--- config.mk ---
export PLATFORM = sky130hd
export DESIGN_NAME = llsc_monitor
export DESIGN_NICKNAME = d
export VERILOG_FILES = /design/src/rtl/llsc_pkg.sv /design/src/rtl/llsc_req_decode.sv /design/src/rtl/llsc_slot.sv /design/src/rtl/llsc_monitor.sv
export SDC_FILE = /design/constraint.sdc
export NUM_CORES = 1
export LEC_CHECK = 0
export ABC_AREA = 1
export BUFFER_PORTS_ARGS = -buffer_cell sky130_fd_sc_hd__buf_4
export CORE_ASPECT_RATIO = 1.5
export CORE_MARGIN = 10
export CORE_UTILIZATION = 60
export CTS_CLUSTER_DIAMETER = 100
export DETAILED_ROUTE_END_ITERATION = 8
export HOLD_SLACK_MARGIN = 0.06
export PLACE_DENSITY = 0.78
export SYNTH_ARGS = -nofsm -noshare
export SYNTH_HDL_FRONTEND = slang
export SYNTH_SLANG_ARGS = --single-unit
--- constraint.sdc ---
create_clock -name clk -period 2.55 [get_ports clk]
set_input_delay 0.255 -clock clk [delete_from_list [all_inputs] [get_ports clk]]
set_output_delay 0.255 -clock clk [all_outputs]
set_load 0.01 [all_outputs]
--- src/rtl/llsc_pkg.sv ---
`timescale 1ns/1ps
package llsc_pkg;

    typedef enum logic [2:0] {
        RQ_NONE,
        RQ_LOAD,
        RQ_LL,
        RQ_STORE,
        RQ_SC,
        RQ_SC_UC
    } rq_kind_e;

    localparam logic [1:0] RES_FAIL  = 2'd0;
    localparam logic [1:0] RES_OK    = 2'd1;
    localparam logic [1:0] RES_UNCAC = 2'd2;

endpackage

--- src/rtl/llsc_req_decode.sv ---
`timescale 1ns/1ps
module llsc_req_decode
    import llsc_pkg::*;
#(
    parameter int NCTX  = 4,
    parameter int CTX_W = 2
) (
    input  logic             valid_i,
    input  logic [CTX_W-1:0] ctx_i,
    input  logic             store_i,
    input  logic             locked_i,
    input  logic             uncached_i,
    output rq_kind_e         kind_o
);

    logic ctx_ok;

    always_comb begin
        ctx_ok = (32'(ctx_i) < NCTX);
        kind_o = RQ_NONE;
        if (valid_i && ctx_ok) begin
            case ({store_i, locked_i})
                2'b00:   kind_o = RQ_LOAD;
                2'b01:   kind_o = RQ_LL;
                2'b10:   kind_o = RQ_STORE;
                default: kind_o = uncached_i ? RQ_SC_UC : RQ_SC;
            endcase
        end
    end

endmodule

--- src/rtl/llsc_slot.sv ---
`timescale 1ns/1ps
module llsc_slot #(
    parameter int BLK_W       = 12,
    parameter int CNT_W       = 32,
    parameter int WARN_PERIOD = 100000
) (
    input  logic             clk,
    input  logic             rst_n,
    input  logic             set_i,
    input  logic [BLK_W-1:0] blk_i,
    input  logic             snoop_i,
    input  logic             fail_i,
    input  logic             clr_cnt_i,
    output logic             flag_o,
    output logic [BLK_W-1:0] blk_o,
    output logic             fire_o,
    output logic [CNT_W-1:0] cnt_next_o
);

    localparam int PH_W = $clog2(WARN_PERIOD + 1);

    typedef struct packed {
        logic             flag;
        logic [BLK_W-1:0] blk;
        logic [CNT_W-1:0] cnt;
        logic [PH_W-1:0]  ph;
    } slot_t;

    slot_t slot_d, slot_q;

    always_comb begin
        slot_d = slot_q;
        fire_o = 1'b0;
        // a clearing store is applied before a new reservation
        if (snoop_i && (slot_q.blk == blk_i)) slot_d.flag = 1'b0;
        if (set_i) begin
            slot_d.flag = 1'b1;
            slot_d.blk  = blk_i;
        end
        if (fail_i) begin
            slot_d.flag = 1'b0;
            slot_d.cnt  = slot_q.cnt + 1'b1;
            if (slot_q.ph == PH_W'(WARN_PERIOD - 1)) begin
                slot_d.ph = '0;
                fire_o    = 1'b1;
            end else begin
                slot_d.ph = slot_q.ph + 1'b1;
            end
        end
        if (clr_cnt_i) begin
            slot_d.cnt = '0;
            slot_d.ph  = '0;
        end
    end

    always_ff @(posedge clk) begin
        if (!rst_n) slot_q <= '0;
        else        slot_q <= slot_d;
    end

    assign flag_o     = slot_q.flag;
    assign blk_o      = slot_q.blk;
    assign cnt_next_o = slot_d.cnt;

    a_r1_set_takes_block: assert property (@(posedge clk) disable iff (!rst_n)
        set_i |=> (flag_o && blk_o == $past(blk_i)));

    a_r4_fail_drops_flag: assert property (@(posedge clk) disable iff (!rst_n)
        fail_i |=> !flag_o);

    a_r6_snoop_drops_flag: assert property (@(posedge clk) disable iff (!rst_n)
        (snoop_i && !set_i && blk_o == blk_i) |=> !flag_o);

    a_r7_quiet_keeps_flag: assert property (@(posedge clk) disable iff (!rst_n)
        (!set_i && !snoop_i && !fail_i) |=> $stable(flag_o));

    a_r8_fail_counts: assert property (@(posedge clk) disable iff (!rst_n)
        (fail_i && !clr_cnt_i) |=> slot_q.cnt == CNT_W'($past(slot_q.cnt) + 1'b1));

    a_r8_success_zeroes: assert property (@(posedge clk) disable iff (!rst_n)
        clr_cnt_i |=> slot_q.cnt == '0);

endmodule

--- src/rtl/llsc_monitor.sv ---
`timescale 1ns/1ps
module llsc_monitor
    import llsc_pkg::*;
#(
    parameter int NCTX        = 4,
    parameter int ADDR_W      = 16,
    parameter int CNT_W       = 32,
    parameter int WARN_PERIOD = 100000,
    parameter int BLK_LSB     = 4,
    parameter int CTX_W       = (NCTX > 1) ? $clog2(NCTX) : 1
) (
    input  logic              clk,
    input  logic              rst_n,
    input  logic              req_valid,
    input  logic [CTX_W-1:0]  req_ctx,
    input  logic [ADDR_W-1:0] req_addr,
    input  logic              req_store,
    input  logic              req_locked,
    input  logic              req_uncached,
    output logic [1:0]        rsp_result,
    output logic              rsp_write_go,
    output logic              rsp_dest_we,
    output logic              warn_valid,
    output logic [CTX_W-1:0]  warn_ctx,
    output logic [CNT_W-1:0]  warn_count
);

    localparam int BLK_W = ADDR_W - BLK_LSB;

    typedef struct packed {
        logic             vld;
        logic [CTX_W-1:0] ctx;
        logic [CNT_W-1:0] cnt;
    } warn_t;

    rq_kind_e         kind;
    logic [BLK_W-1:0] req_blk;
    logic [NCTX-1:0]  flag_v;
    logic [NCTX-1:0]  fire_v;
    logic [BLK_W-1:0] blk_a  [NCTX];
    logic [CNT_W-1:0] cnt_a  [NCTX];
    logic             own_flag;
    logic [BLK_W-1:0] own_blk;
    logic             sc_ok;
    logic             sc_fail;
    logic             snoop;
    warn_t            warn_d, warn_q;

    assign req_blk = req_addr[ADDR_W-1:BLK_LSB];

    llsc_req_decode #(.NCTX(NCTX), .CTX_W(CTX_W)) u_decode (
        .valid_i    (req_valid),
        .ctx_i      (req_ctx),
        .store_i    (req_store),
        .locked_i   (req_locked),
        .uncached_i (req_uncached),
        .kind_o     (kind)
    );

    always_comb begin
        own_flag = 1'b0;
        own_blk  = '0;
        for (int i = 0; i < NCTX; i++) begin
            if (req_ctx == CTX_W'(i)) begin
                own_flag = flag_v[i];
                own_blk  = blk_a[i];
            end
        end
        sc_ok   = (kind == RQ_SC) && own_flag && (own_blk == req_blk);
        sc_fail = (kind == RQ_SC) && !sc_ok;
        snoop   = (kind == RQ_STORE) || (kind == RQ_SC_UC) || sc_ok;
    end

    for (genvar g = 0; g < NCTX; g++) begin : g_slot
        logic mine;
        assign mine = (req_ctx == CTX_W'(g));

        llsc_slot #(.BLK_W(BLK_W), .CNT_W(CNT_W), .WARN_PERIOD(WARN_PERIOD)) u_slot (
            .clk        (clk),
            .rst_n      (rst_n),
            .set_i      (mine && kind == RQ_LL),
            .blk_i      (req_blk),
            .snoop_i    (snoop),
            .fail_i     (mine && sc_fail),
            .clr_cnt_i  (mine && (sc_ok || kind == RQ_SC_UC)),
            .flag_o     (flag_v[g]),
            .blk_o      (blk_a[g]),
            .fire_o     (fire_v[g]),
            .cnt_next_o (cnt_a[g])
        );
    end

    always_comb begin
        rsp_result   = RES_FAIL;
        rsp_dest_we  = 1'b0;
        rsp_write_go = snoop;
        case (kind)
            RQ_SC: begin
                rsp_result  = {1'b0, own_flag};
                rsp_dest_we = 1'b1;
            end
            RQ_SC_UC: rsp_result = RES_UNCAC;
            default: ;
        endcase
    end

    always_comb begin
        warn_d = '0;
        for (int i = 0; i < NCTX; i++) begin
            if (fire_v[i]) begin
                warn_d.vld = 1'b1;
                warn_d.ctx = CTX_W'(i);
                warn_d.cnt = cnt_a[i];
            end
        end
    end

    always_ff @(posedge clk) begin
        if (!rst_n) warn_q <= '0;
        else        warn_q <= warn_d;
    end

    assign warn_valid = warn_q.vld;
    assign warn_ctx   = warn_q.ctx;
    assign warn_count = warn_q.cnt;

    a_r9_single_source: assert property (@(posedge clk) disable iff (!rst_n)
        $onehot0(fire_v));

    a_r9_warn_nonzero: assert property (@(posedge clk) disable iff (!rst_n)
        warn_valid |-> warn_count != '0);

    a_r3_grant_reports_ok: assert property (@(posedge clk) disable iff (!rst_n)
        (kind == RQ_SC && rsp_write_go) |-> rsp_result == RES_OK);

    a_r7_load_inert: assert property (@(posedge clk) disable iff (!rst_n)
        (kind == RQ_LOAD || kind == RQ_NONE) |-> (!rsp_write_go && !rsp_dest_we && rsp_result == RES_FAIL));

    a_r5_uncached_code: assert property (@(posedge clk) disable iff (!rst_n)
        (kind == RQ_SC_UC) |-> (rsp_result == RES_UNCAC && !rsp_dest_we));

endmodule

* Yosys cells after proc, flatten, opt, wreduce, memory -nomap -nowiden *
Cells that the tools add are included.

storage, ports and cells
  logic and storage cells = 128
  output and inout port bits = 39
  bits in registers = 283
  input bits = 24

cells by class
  muxes and demuxes = 45
  reduce and logical (&&, ||, !) cells = 37
  eq/ne operators = 18
  bitwise gates (word level) = 1
  $add $sub $neg = 8

operators by type and width
  kind                                                 count
  two-way mux 49 bit                                   8
  two-way mux 35 bit                                   4
  adder 32 x 1 -> 32 bit, second input constant        4
  adder 17 x 1 -> 17 bit, second input constant        4
  equality test 17 bit, second input constant          4
  two-way mux 17 bit                                   4
  equality test 12 bit                                 5
  two-way mux 13 bit                                   4
  two-way mux 12 bit                                   4
  logical AND 1 bit                                    19
  two-way mux 1 bit                                    18
  OR reduction 2 bit                                   8
  case mux 3 bit (3 select lines)                      1
  nonzero test 2 bit                                   4
  equality test 2 bit, second input constant           3
  equality test 3 x 2 -> 1 bit, second input constant  2
  equality test 3 bit, second input constant           2
  equality test 2 x 1 -> 1 bit, second input constant  2
  logical NOT 2 bit                                    2
  case mux 2 bit (2 select lines)                      1
  logical OR 1 bit                                     3
  two-way mux 3 bit                                    1
  logical NOT 1 bit                                    1
  inverter 1 bit                                       1

* Logic depth before layout (Yosys ltp) *
Gate-level depths: netlist of the first run.

  word-level depth = 16
  gate-level depth with buffers = 23
  depth with buffers taken out = 22

* Hierarchy *
A second synthesis of the first run with hierarchy kept.

unflattened totals
  cells, all modules = 2590
  area total of the unflattened synthesis = 16828.6 µm²

modules (own cells, without submodules)
  module           area an instance (µm²)  sequential area each (µm²)  times used  cells an instance
  llsc_slot        3523.4                  1241.2                      4           524
  llsc_monitor     2645.0                  700.7                       1           477
  llsc_req_decode  90.1                    0.0                         1           17

* Worst setup path after synthesis of the first run *
Ideal clock, no wire load.

  path kind = input port to flip-flop
  start = input req_store
  end = register warn_q, in the netlist warn_count[23]
  path buffers = 2
  arrival = 2.394 ns
  required time = 2.440 ns
  cell stages on the path = 22
  setup slack = 0.046 ns
  setup time = 0.110 ns
  path through = inv_1 ha_1 inv_1 nand4_1 clkinv_1 nand2_1 nor2_1 nand2_1 nor2_1 nand2_1 nor2_2 nand2_4 nand3_2 inv_2 buf_2 buf_2 nand2_1 nand2_1 nand3_1 nand4_1 nand2_1 inv_1

on the way
  longest elaborated chain between the ends = 15
  elaborated cells on any way between the ends = 36
  classes of those cells = eq/ne (4); mux (18); reduce/logical (14)

ends and longest elaborated chain
  what                                               RTL line                                source
  start: declaration                                 llsc_monitor.sv:17                      input logic req_store,
  equality test 2 bit, or another cell as far along  llsc_req_decode.sv:22                   case ({store_i, locked_i})
  case mux 3 bit (3 select lines) *                  llsc_req_decode.sv:22
  two-way mux 3 bit *                                llsc_req_decode.sv:21                   if (valid_i && ctx_ok) begin
  equality test 3 bit                                llsc_monitor.sv:69, llsc_monitor.sv:70
  logical AND 1 bit (2 in a row)                     llsc_monitor.sv:69                      sc_ok = (kind == RQ_SC) && own_flag && (own_blk == req_blk);
  logical NOT 1 bit                                  llsc_monitor.sv:70                      sc_fail = (kind == RQ_SC) && !sc_ok;
  logical AND 1 bit                                  llsc_monitor.sv:70
  logical AND 1 bit                                  llsc_monitor.sv:84                      .fail_i (mine && sc_fail),
  two-way mux 49 bit                                 llsc_slot.sv:40                         if (fail_i) begin
  two-way mux 49 bit                                 llsc_slot.sv:50                         if (clr_cnt_i) begin
  two-way mux 35 bit (3 in a row)                    llsc_monitor.sv:110                     if (fire_v[i]) begin
  two-way mux 35 bit *                               llsc_monitor.sv:110
  end signal: assignment                             llsc_monitor.sv:120                     else warn_q <= warn_d;
  end: declaration                                   llsc_monitor.sv:47                      warn_t warn_d, warn_q;

Mark *: on every way between the ends. The rest lies on a longest branch, timed or not.
A chain may end at the register's enable or synchronous reset.

* Worst setup path in the final report of the first run *
  start = register g_slot[0].u_slot.slot_q, in the netlist g_slot[0].u_slot.blk_o[3]
  end = register warn_q, in the netlist warn_count[8]

on the way
  longest elaborated chain between the ends = 15
  elaborated cells on any way between the ends = 33
  classes of those cells = eq/ne (1); mux (20); reduce/logical (12)

ends and longest elaborated chain
  what                               RTL line             source
  start: declaration                 llsc_slot.sv:29      slot_t slot_d, slot_q;
  start signal: assignment           llsc_slot.sv:58      else slot_q <= slot_d;
  two-way mux 12 bit * (4 in a row)  llsc_monitor.sv:64   if (req_ctx == CTX_W'(i)) begin
  equality test 12 bit *             llsc_monitor.sv:69
  logical AND 1 bit *                llsc_monitor.sv:69
  logical NOT 1 bit                  llsc_monitor.sv:70
  logical AND 1 bit                  llsc_monitor.sv:70
  logical AND 1 bit                  llsc_monitor.sv:84
  two-way mux 49 bit                 llsc_slot.sv:40
  two-way mux 49 bit                 llsc_slot.sv:50
  two-way mux 35 bit (3 in a row)    llsc_monitor.sv:110
  two-way mux 35 bit *               llsc_monitor.sv:110

Marks and branches as above.

==> results.json, run 1 <==
{
  "nNetsFinal": 2948,
  "slew_headroom_pct": 53.7,
  "timing.fmax_mhz": 384,
  "drive_above_1_share_pct": 17.3,
  "required_ns": 3.06,
  "cts_root_buf": "clkbuf_16",
  "period_needed_ns": 2.60,
  "place.gp.congestion": 1.05,
  "ys_ff_latch": 283,
  "p_int_mw": 7.35,
  "nFillCells": 2191,
  "maxCapViolations": 0,
  "synthSimpleGateAreaFrac_pct": 35.7,
  "powerDensity_nw_per_um2": 456,
  "startpoint": "g_slot[0].u_slot.blk_o[3]",
  "vias": 18655,
  "crit_fanout": 9,
  "critical_path_buf_inv_count": 3,
  "p_sw_share_pct": 23.7,
  "crit_path_start_kind": "flop",
  "grt_start_max_net_pins": 54,
  "synth_compound_area_share_pct": 9.56,
  "end_kind": "flop",
  "yosys_warnings": 0,
  "clock_power_share_pct": 48.0,
  "grt_overflow": 0,
  "tns_ns": -0.263,
  "synthTopCellsByCount": "nand2_1, inv_1, nor2_1",
  "synthFlopType": "dfxtp_1",
  "syn_inst": 2644,
  "insertedDiodeCount": 0,
  "clk_latency_ns": 0.59,
  "seq_area_frac_synth_pct": 33.7,
  "synth_edf_count": 0,
  "cp_cell_sequence": "o21ai_1 > nand2_1 > nand2_2 > nand2_2 > nand2_4 > nand2_1 > nor2_1 > nand2_1 > nor2_2 > nand2_4 > buf_4 > nand3_4 > buf_8 > buf_12 > nor2_1 > xor2_1 > nand2_1 > nand2_2 > nor2_1 > nor2_1",
  "dieArea_sq_um": 35200,
  "synth_xor_area_share_pct": 8.76,
  "rsz0062_at_grt": "yes",
  "grt_pass1_wl_mm": 91.6,
  "synth_nets": 2679,
  "cp.arrival_ns": 3.11,
  "final-hold-violation-count": 0,
  "cts_tree": "done",
  "ant_nets": 0,
  "worst_path_max_delay_cell": "dfxtp_2",
  "synth_top_family_by_area": "simple AND/OR/NAND/NOR gates",
  "drtIter0Drc": 1770,
  "reg2reg_from": "g_slot[0].u_slot.blk_o[3]",
  "finalWirelength_mm": 60.0,
  "drc": 0,
  "peakVddDrop_mv": 0.536,
  "hp-class": "in2reg",
  "rows": 75,
  "synthMuxAreaShare_pct": 0,
  "utilization_pct": 76.0,
  "worstSetupPathType": "reg2reg",
  "synthAdderAreaFrac_pct": 0.820,
  "start_util_pct": 60.5,
  "htreeDepth": 1,
  "core_sq_um": 27800,
  "setup_viol_count_final": 11,
  "slowest_delay_ns": 0.33,
  "numCtsBuffers": 29,
  "netlist.area_leader.share_pct": 33.7,
  "seq_power_share_pct": 46.4,
  "yosys-top-cells-area": "dfxtp_1, nand2_1, inv_1, nor2_1, xor2_1",
  "viasPerCell": 5.68,
  "synth.most_common_cell": "nand2_1",
  "async_reset_ff_share_pct": 0,
  "ios": 63,
  "grtUsageTotal_pct": 32.3,
  "p_leak_nw": 8.85,
  "power.switching_mw": 2.28,
  "clk_pin_slew_worst_paths_ns": 0.06,
  "synth_cell_types": 40,
  "finalCritPeriodShare_pct": 102,
  "synth_area_sq_um": 16800,
  "place_hpwl_mm": 45.1,
  "wire_per_inst_um": 18.3,
  "area.growth.synth_to_final_pct": 25.7,
  "pre_cts_slack_ns": -0.313,
  "antenna_found_initial": 0,
  "setup_slack_ns": -0.0512,
  "hold_path_startpoint": "req_addr[8]",
  "clock_path_buffers": 3,
  "tightest_slew_ns": 0.688,
  "crit_family": "simple AND/OR/NAND/NOR gates",
  "drtPass1Iterations": 6,
  "fin_skew_ns": 0.0280,
  "drv_slew": 0,
  "die_h_um": 225,
  "avgSynthCellArea_sq_um": 6.35,
  "cts_num_sinks": 283,
  "total_power_mw": 9.63,
  "violations": "setup timing",
  "grt_pass1_vias": 17954,
  "status": "finished with violations",
  "place.port_buffers": 58,
  "die_w_um": 157,
  "synth_top_area_cell": "dfxtp_1",
  "comb_power_share_pct": 5.6
}
==> area by class of cell <==
| cell class | count | area [sq um] | area share, % |
|---|---|---|---|
| Clock buffer | 41 | 841 | 3.98 |
| Clock inverter | 13 | 181 | 0.859 |
| Inverter | 387 | 1480 | 7.00 |
| Multi-Input combinational cell | 1873 | 9570 | 45.3 |
| Sequential cell | 283 | 5680 | 26.9 |
| Tap cell | 346 | 433 | 2.05 |
| Timing Repair Buffer | 338 | 2920 | 13.8 |
| Timing Repair inverter | 1 | 8.76 | 0.0415 |
==> power groups by stage <==
stage	clock network [mW]	registers, mW	logic, mW
CTS	4.64	4.47	0.497
finish	4.62	4.47	0.537
detailed placement	0	4.57	0.485
floorplan	0	4.56	0.288
global route	4.83	4.47	0.574
global placement	0	4.56	0.476
==> layer usage <==
layer | routed length, um | part of all wire, % | global-route usage [%]
met5 | 0 | 0 | 0
met4 | 4640 | 7.7 | 21.6
met3 | 4150 | 6.9 | 4.09
met2 | 29600 | 49 | 57.0
met1 | 21600 | 36 | 35.3
==> flip-flops by register name (all words and copies together), names as in the netlist <==
register and flops:
warn_valid 1, g_slot.u_slot.slot_q 196, warn_count 32, g_slot.u_slot.flag_o 4, warn_ctx 2, g_slot.u_slot.blk_o 48
==> worst register-to-register path, delay by kind of cell (launching register included) <==
family,cells,cell delay (ns)
xor+xnor,1,0.25
simple gates,15,1.33
flops,1,0.33
compound gates,1,0.16
buf+inv,3,0.43
==> kinds of logic after synthesis <==
family / after synthesis
compound gates: 312
xor+xnor: 168
fa+ha+maj: 11
buf+inv: 488
flops: 283
simple gates: 1382
==> layout by cell type, fill, tap and decap left out, types with 19 or more instances in the layout <==
master,netlist,final
nand2_1,656,629
inv_1,376,371
nor2_1,317,305
buf_4,8,301
dfxtp_1,283,272
xor2_1,129,129
a21oi_1,124,120
o21ai_0,151,113
nor3_1,114,107
nand3_1,115,106
nand4_1,91,91
o21ai_1,20,46
nor4_1,42,42
xnor2_1,39,39
clkbuf_16,0,34
nand2_2,3,25
buf_12,0,19
==> path summary, 6_finish.rpt <==
check / end / slack, ns / cells past startpoint
worst max register to register: warn_count[8] / -0.05 / 20
worst min-delay path: g_slot[2].u_slot.blk_o[4] / 0.09 / 3
worst min register to register: g_slot[3].u_slot.slot_q[7] / 0.45 / 1
worst max-delay path: warn_count[8] / -0.05 / 20
==> per-stage QoR <==
step	cell area, sq um	instances	hold slack, ns
2_1_floorplan	16800	2644	0.424
3_3_place_gp	19300	3203	0.437
3_5_place_dp	19300	3203	0.443
4_1_cts	20400	3265	0.0800
5_1_grt	21100	3282	0.109
6_report	21100	3282	0.0873
==> timing repair <==
item | 4_1_cts | 5_1_grt
gates cloned | 0 | 7
hold buffers | 4 | 0
setup buffers | 4 | 10
hold endpoints to repair | 8 | 0
setup endpoints to repair | 27 | 92
gates resized for setup | 14 | 162
pin swaps | 7 | 21
(Power assumes the default switching activity.)
==> run 2: changes to the inputs <==
==> constraint.sdc (replaced) <==
create_clock -name clk -period 2.55 [get_ports clk]
set_input_delay 0.1275 -clock clk [delete_from_list [all_inputs] [get_ports clk]]
set_output_delay 0.1275 -clock clk [all_outputs]
set_load 0.01 [all_outputs]
==> run 2 against run 1 <==
Compared with the run above:
- the run still ends with setup timing left
- routed wire length up 4.1%
- fmax down 2.3%
- sequential share of layout area down 0.13 points
- critical path depth down 4
- clock skew up 0.0010 ns
- non-clock buffer count up 4
- die area unchanged
- first-iteration DRC count up 1.0%
- final cell count about the same
- largest cell class unchanged
==> results.json, run 2 (synthesized netlist as in run 1, its figures left out) <==
{
  "power.switching_mw": 2.33,
  "crit_path_start_kind": "flop",
  "required_ns": 2.42,
  "drive_above_1_share_pct": 18.6,
  "grt_start_max_net_pins": 54,
  "core_sq_um": 27800,
  "finalCritPeriodShare_pct": 104,
  "place_hpwl_mm": 46.1,
  "cts_tree": "done",
  "seq_power_share_pct": 45.6,
  "reg2reg_from": "g_slot[2].u_slot.blk_o[8]",
  "status": "finished with violations",
  "dr_wl_met3_mm": 4.64,
  "wl_met2_mm": 30.8,
  "violations": "setup timing",
  "tightest_slew_ns": 0.809,
  "cts_root_buf": "clkbuf_16",
  "largest_reg_flops": 196,
  "nFillCells": 2151,
  "htreeDepth": 1,
  "setup_slack_ns": -0.112,
  "hold_path_startpoint": "req_ctx[0]",
  "maxCapViolations": 0,
  "top_register": "g_slot.u_slot.slot_q",
  "peakVddDrop_mv": 0.604,
  "worstSetupPathType": "reg2out",
  "comb_power_share_pct": 5.7,
  "fin_hold_ws_ns": 0.276,
  "cp.arrival_ns": 2.53,
  "drc": 0,
  "place.gp.congestion": 1.03,
  "finalWirelength_mm": 62.4,
  "vias": 18937,
  "pre_cts_slack_ns": -0.218,
  "drv_slew": 0,
  "area.growth.synth_to_final_pct": 26.3,
  "clock_power_share_pct": 48.7,
  "die_h_um": 225,
  "mostFrequentLayoutCell": "nand2_1",
  "antenna_found_initial": 0,
  "crit_fanout": 7,
  "drtIter0Drc": 1788,
  "hp-class": "in2reg",
  "insertedDiodeCount": 0,
  "clk_pin_slew_worst_paths_ns": 0.07,
  "powerDensity_nw_per_um2": 462,
  "rows": 75,
  "setup_viol_count_final": 27,
  "numCtsBuffers": 29,
  "timing.fmax_mhz": 376,
  "start_util_pct": 60.5,
  "startpoint": "g_slot[2].u_slot.blk_o[8]",
  "nNetsFinal": 2951,
  "clk_latency_ns": 0.60,
  "grt_pass1_vias": 18180,
  "p_sw_share_pct": 23.8,
  "cts_num_sinks": 283,
  "top_layer_used": "met4",
  "period_needed_ns": 2.66,
  "grtUsageTotal_pct": 33.5,
  "p_leak_nw": 8.89,
  "dieArea_sq_um": 35200,
  "drtPass1Iterations": 8,
  "wl_met1_mm": 22.1,
  "end_kind": "output port",
  "final-hold-violation-count": 0,
  "slew_headroom_pct": 45.7,
  "ios": 63,
  "grt_overflow": 0,
  "ant_nets": 0,
  "wire_per_inst_um": 19.0,
  "fin_skew_ns": 0.0291,
  "rsz0062_at_grt": "yes",
  "clock_path_buffers": 3,
  "p_int_mw": 7.47,
  "final_cell_mix": "nand2_1, inv_1, nor2_1",
  "grt_pass1_wl_mm": 94.1,
  "viasPerCell": 5.77,
  "die_w_um": 157,
  "place.port_buffers": 58
}
==> run 2: cell count changes in the layout (fill, tap and decap cells not counted), moves of 4 or more <==
cell / previous run / this run
nand2_2: 25 / 43
o21ai_0: 113 / 122
buf_6: 6 / 13
inv_1: 371 / 367
inv_2: 9 / 14
nand2_1: 629 / 611
o21ai_1: 46 / 39
buf_4: 301 / 297
nand3_1: 106 / 98
dlygate4sd3_1: 4 / 13
nor2_2: 12 / 17
nand3_2: 6 / 16
==> run 2: power by group through the flow <==
| stage | logic (mW) | clock network (mW) | registers (mW) |
|---|---|---|---|
| floorplan | 0.288 | 0 | 4.56 |
| global placement | 0.477 | 0 | 4.57 |
| detailed placement | 0.487 | 0 | 4.57 |
| CTS | 0.514 | 4.75 | 4.47 |
| global route | 0.595 | 4.93 | 4.47 |
| finish | 0.559 | 4.78 | 4.47 |
==> run 2: worst paths after layout <==
| kind | endpoint | slack [ns] | depth (start not counted) |
|---|---|---|---|
| hold reg to reg | g_slot[3].u_slot.slot_q[7] | 0.46 | 1 |
| setup / recovery | rsp_write_go | -0.11 | 16 |
| hold / removal | g_slot[0].u_slot.slot_q[28] | 0.28 | 7 |
| setup reg to reg | warn_count[16] | -0.09 | 21 |
==> run 2: final cells by class <==
cell class / count / area [sq um] / area share, %
clock buffer: 35 / 788 / 3.72
clock inverter: 18 / 260 / 1.23
inverter: 387 / 1460 / 6.90
multi-input combinational: 1873 / 9700 / 45.7
sequential: 283 / 5680 / 26.8
tap: 346 / 433 / 2.04
timing repair buffer: 342 / 2890 / 13.6
==> run 2: timing repair <==
item / CTS / global route
endpoints found under the setup margin: 7 / 150
hold buffers: 13 / 0
cloned: 0 / 2
buffers inserted: 13 / 17
resized for setup: 19 / 175
pin swaps: 6 / 45
endpoints found under the hold margin: 69 / 0
==> run 2: through the flow <==
step           cell area, sq um  utilization, %  total power, mW  TNS [ns]  cells
2_1_floorplan             16800               -             4.85         0   2644
3_3_place_gp              19200            69.1             5.04     -6.57   3186
3_5_place_dp              19200            69.1             5.05     -8.58   3186
4_1_cts                   20500            73.9             9.74   -0.0199   3265
5_1_grt                   21200            76.4             10.0     -9.42   3284
6_report                  21200            76.4             9.81     -1.05   3284
==> run 2: per-layer routing <==
| layer | vias up | global-route usage (%) |
|---|---|---|
| met4 | 0 | 23.1 |
| met2 | 945 | 59.5 |
| met1 | 8732 | 35.5 |
| li1 | 8968 | - |
| met3 | 292 | 5.01 |
| met5 | - | 0 |
==> run 2: critical path: stages (launching register included) <==
cell	delay (ns)
dfxtp_2	0.33
inv_1	0.06
nand3_1	0.09
nand3_2	0.10
nand2_1	0.10
nand2_2	0.13
nand2_2	0.06
nor2_2	0.12
nand2_1	0.09
nor2_2	0.14
nand2_4	0.12
nand2_4	0.10
buf_4	0.14
inv_1	0.05
nand2_2	0.09
buf_4	0.12
buf_4	0.10
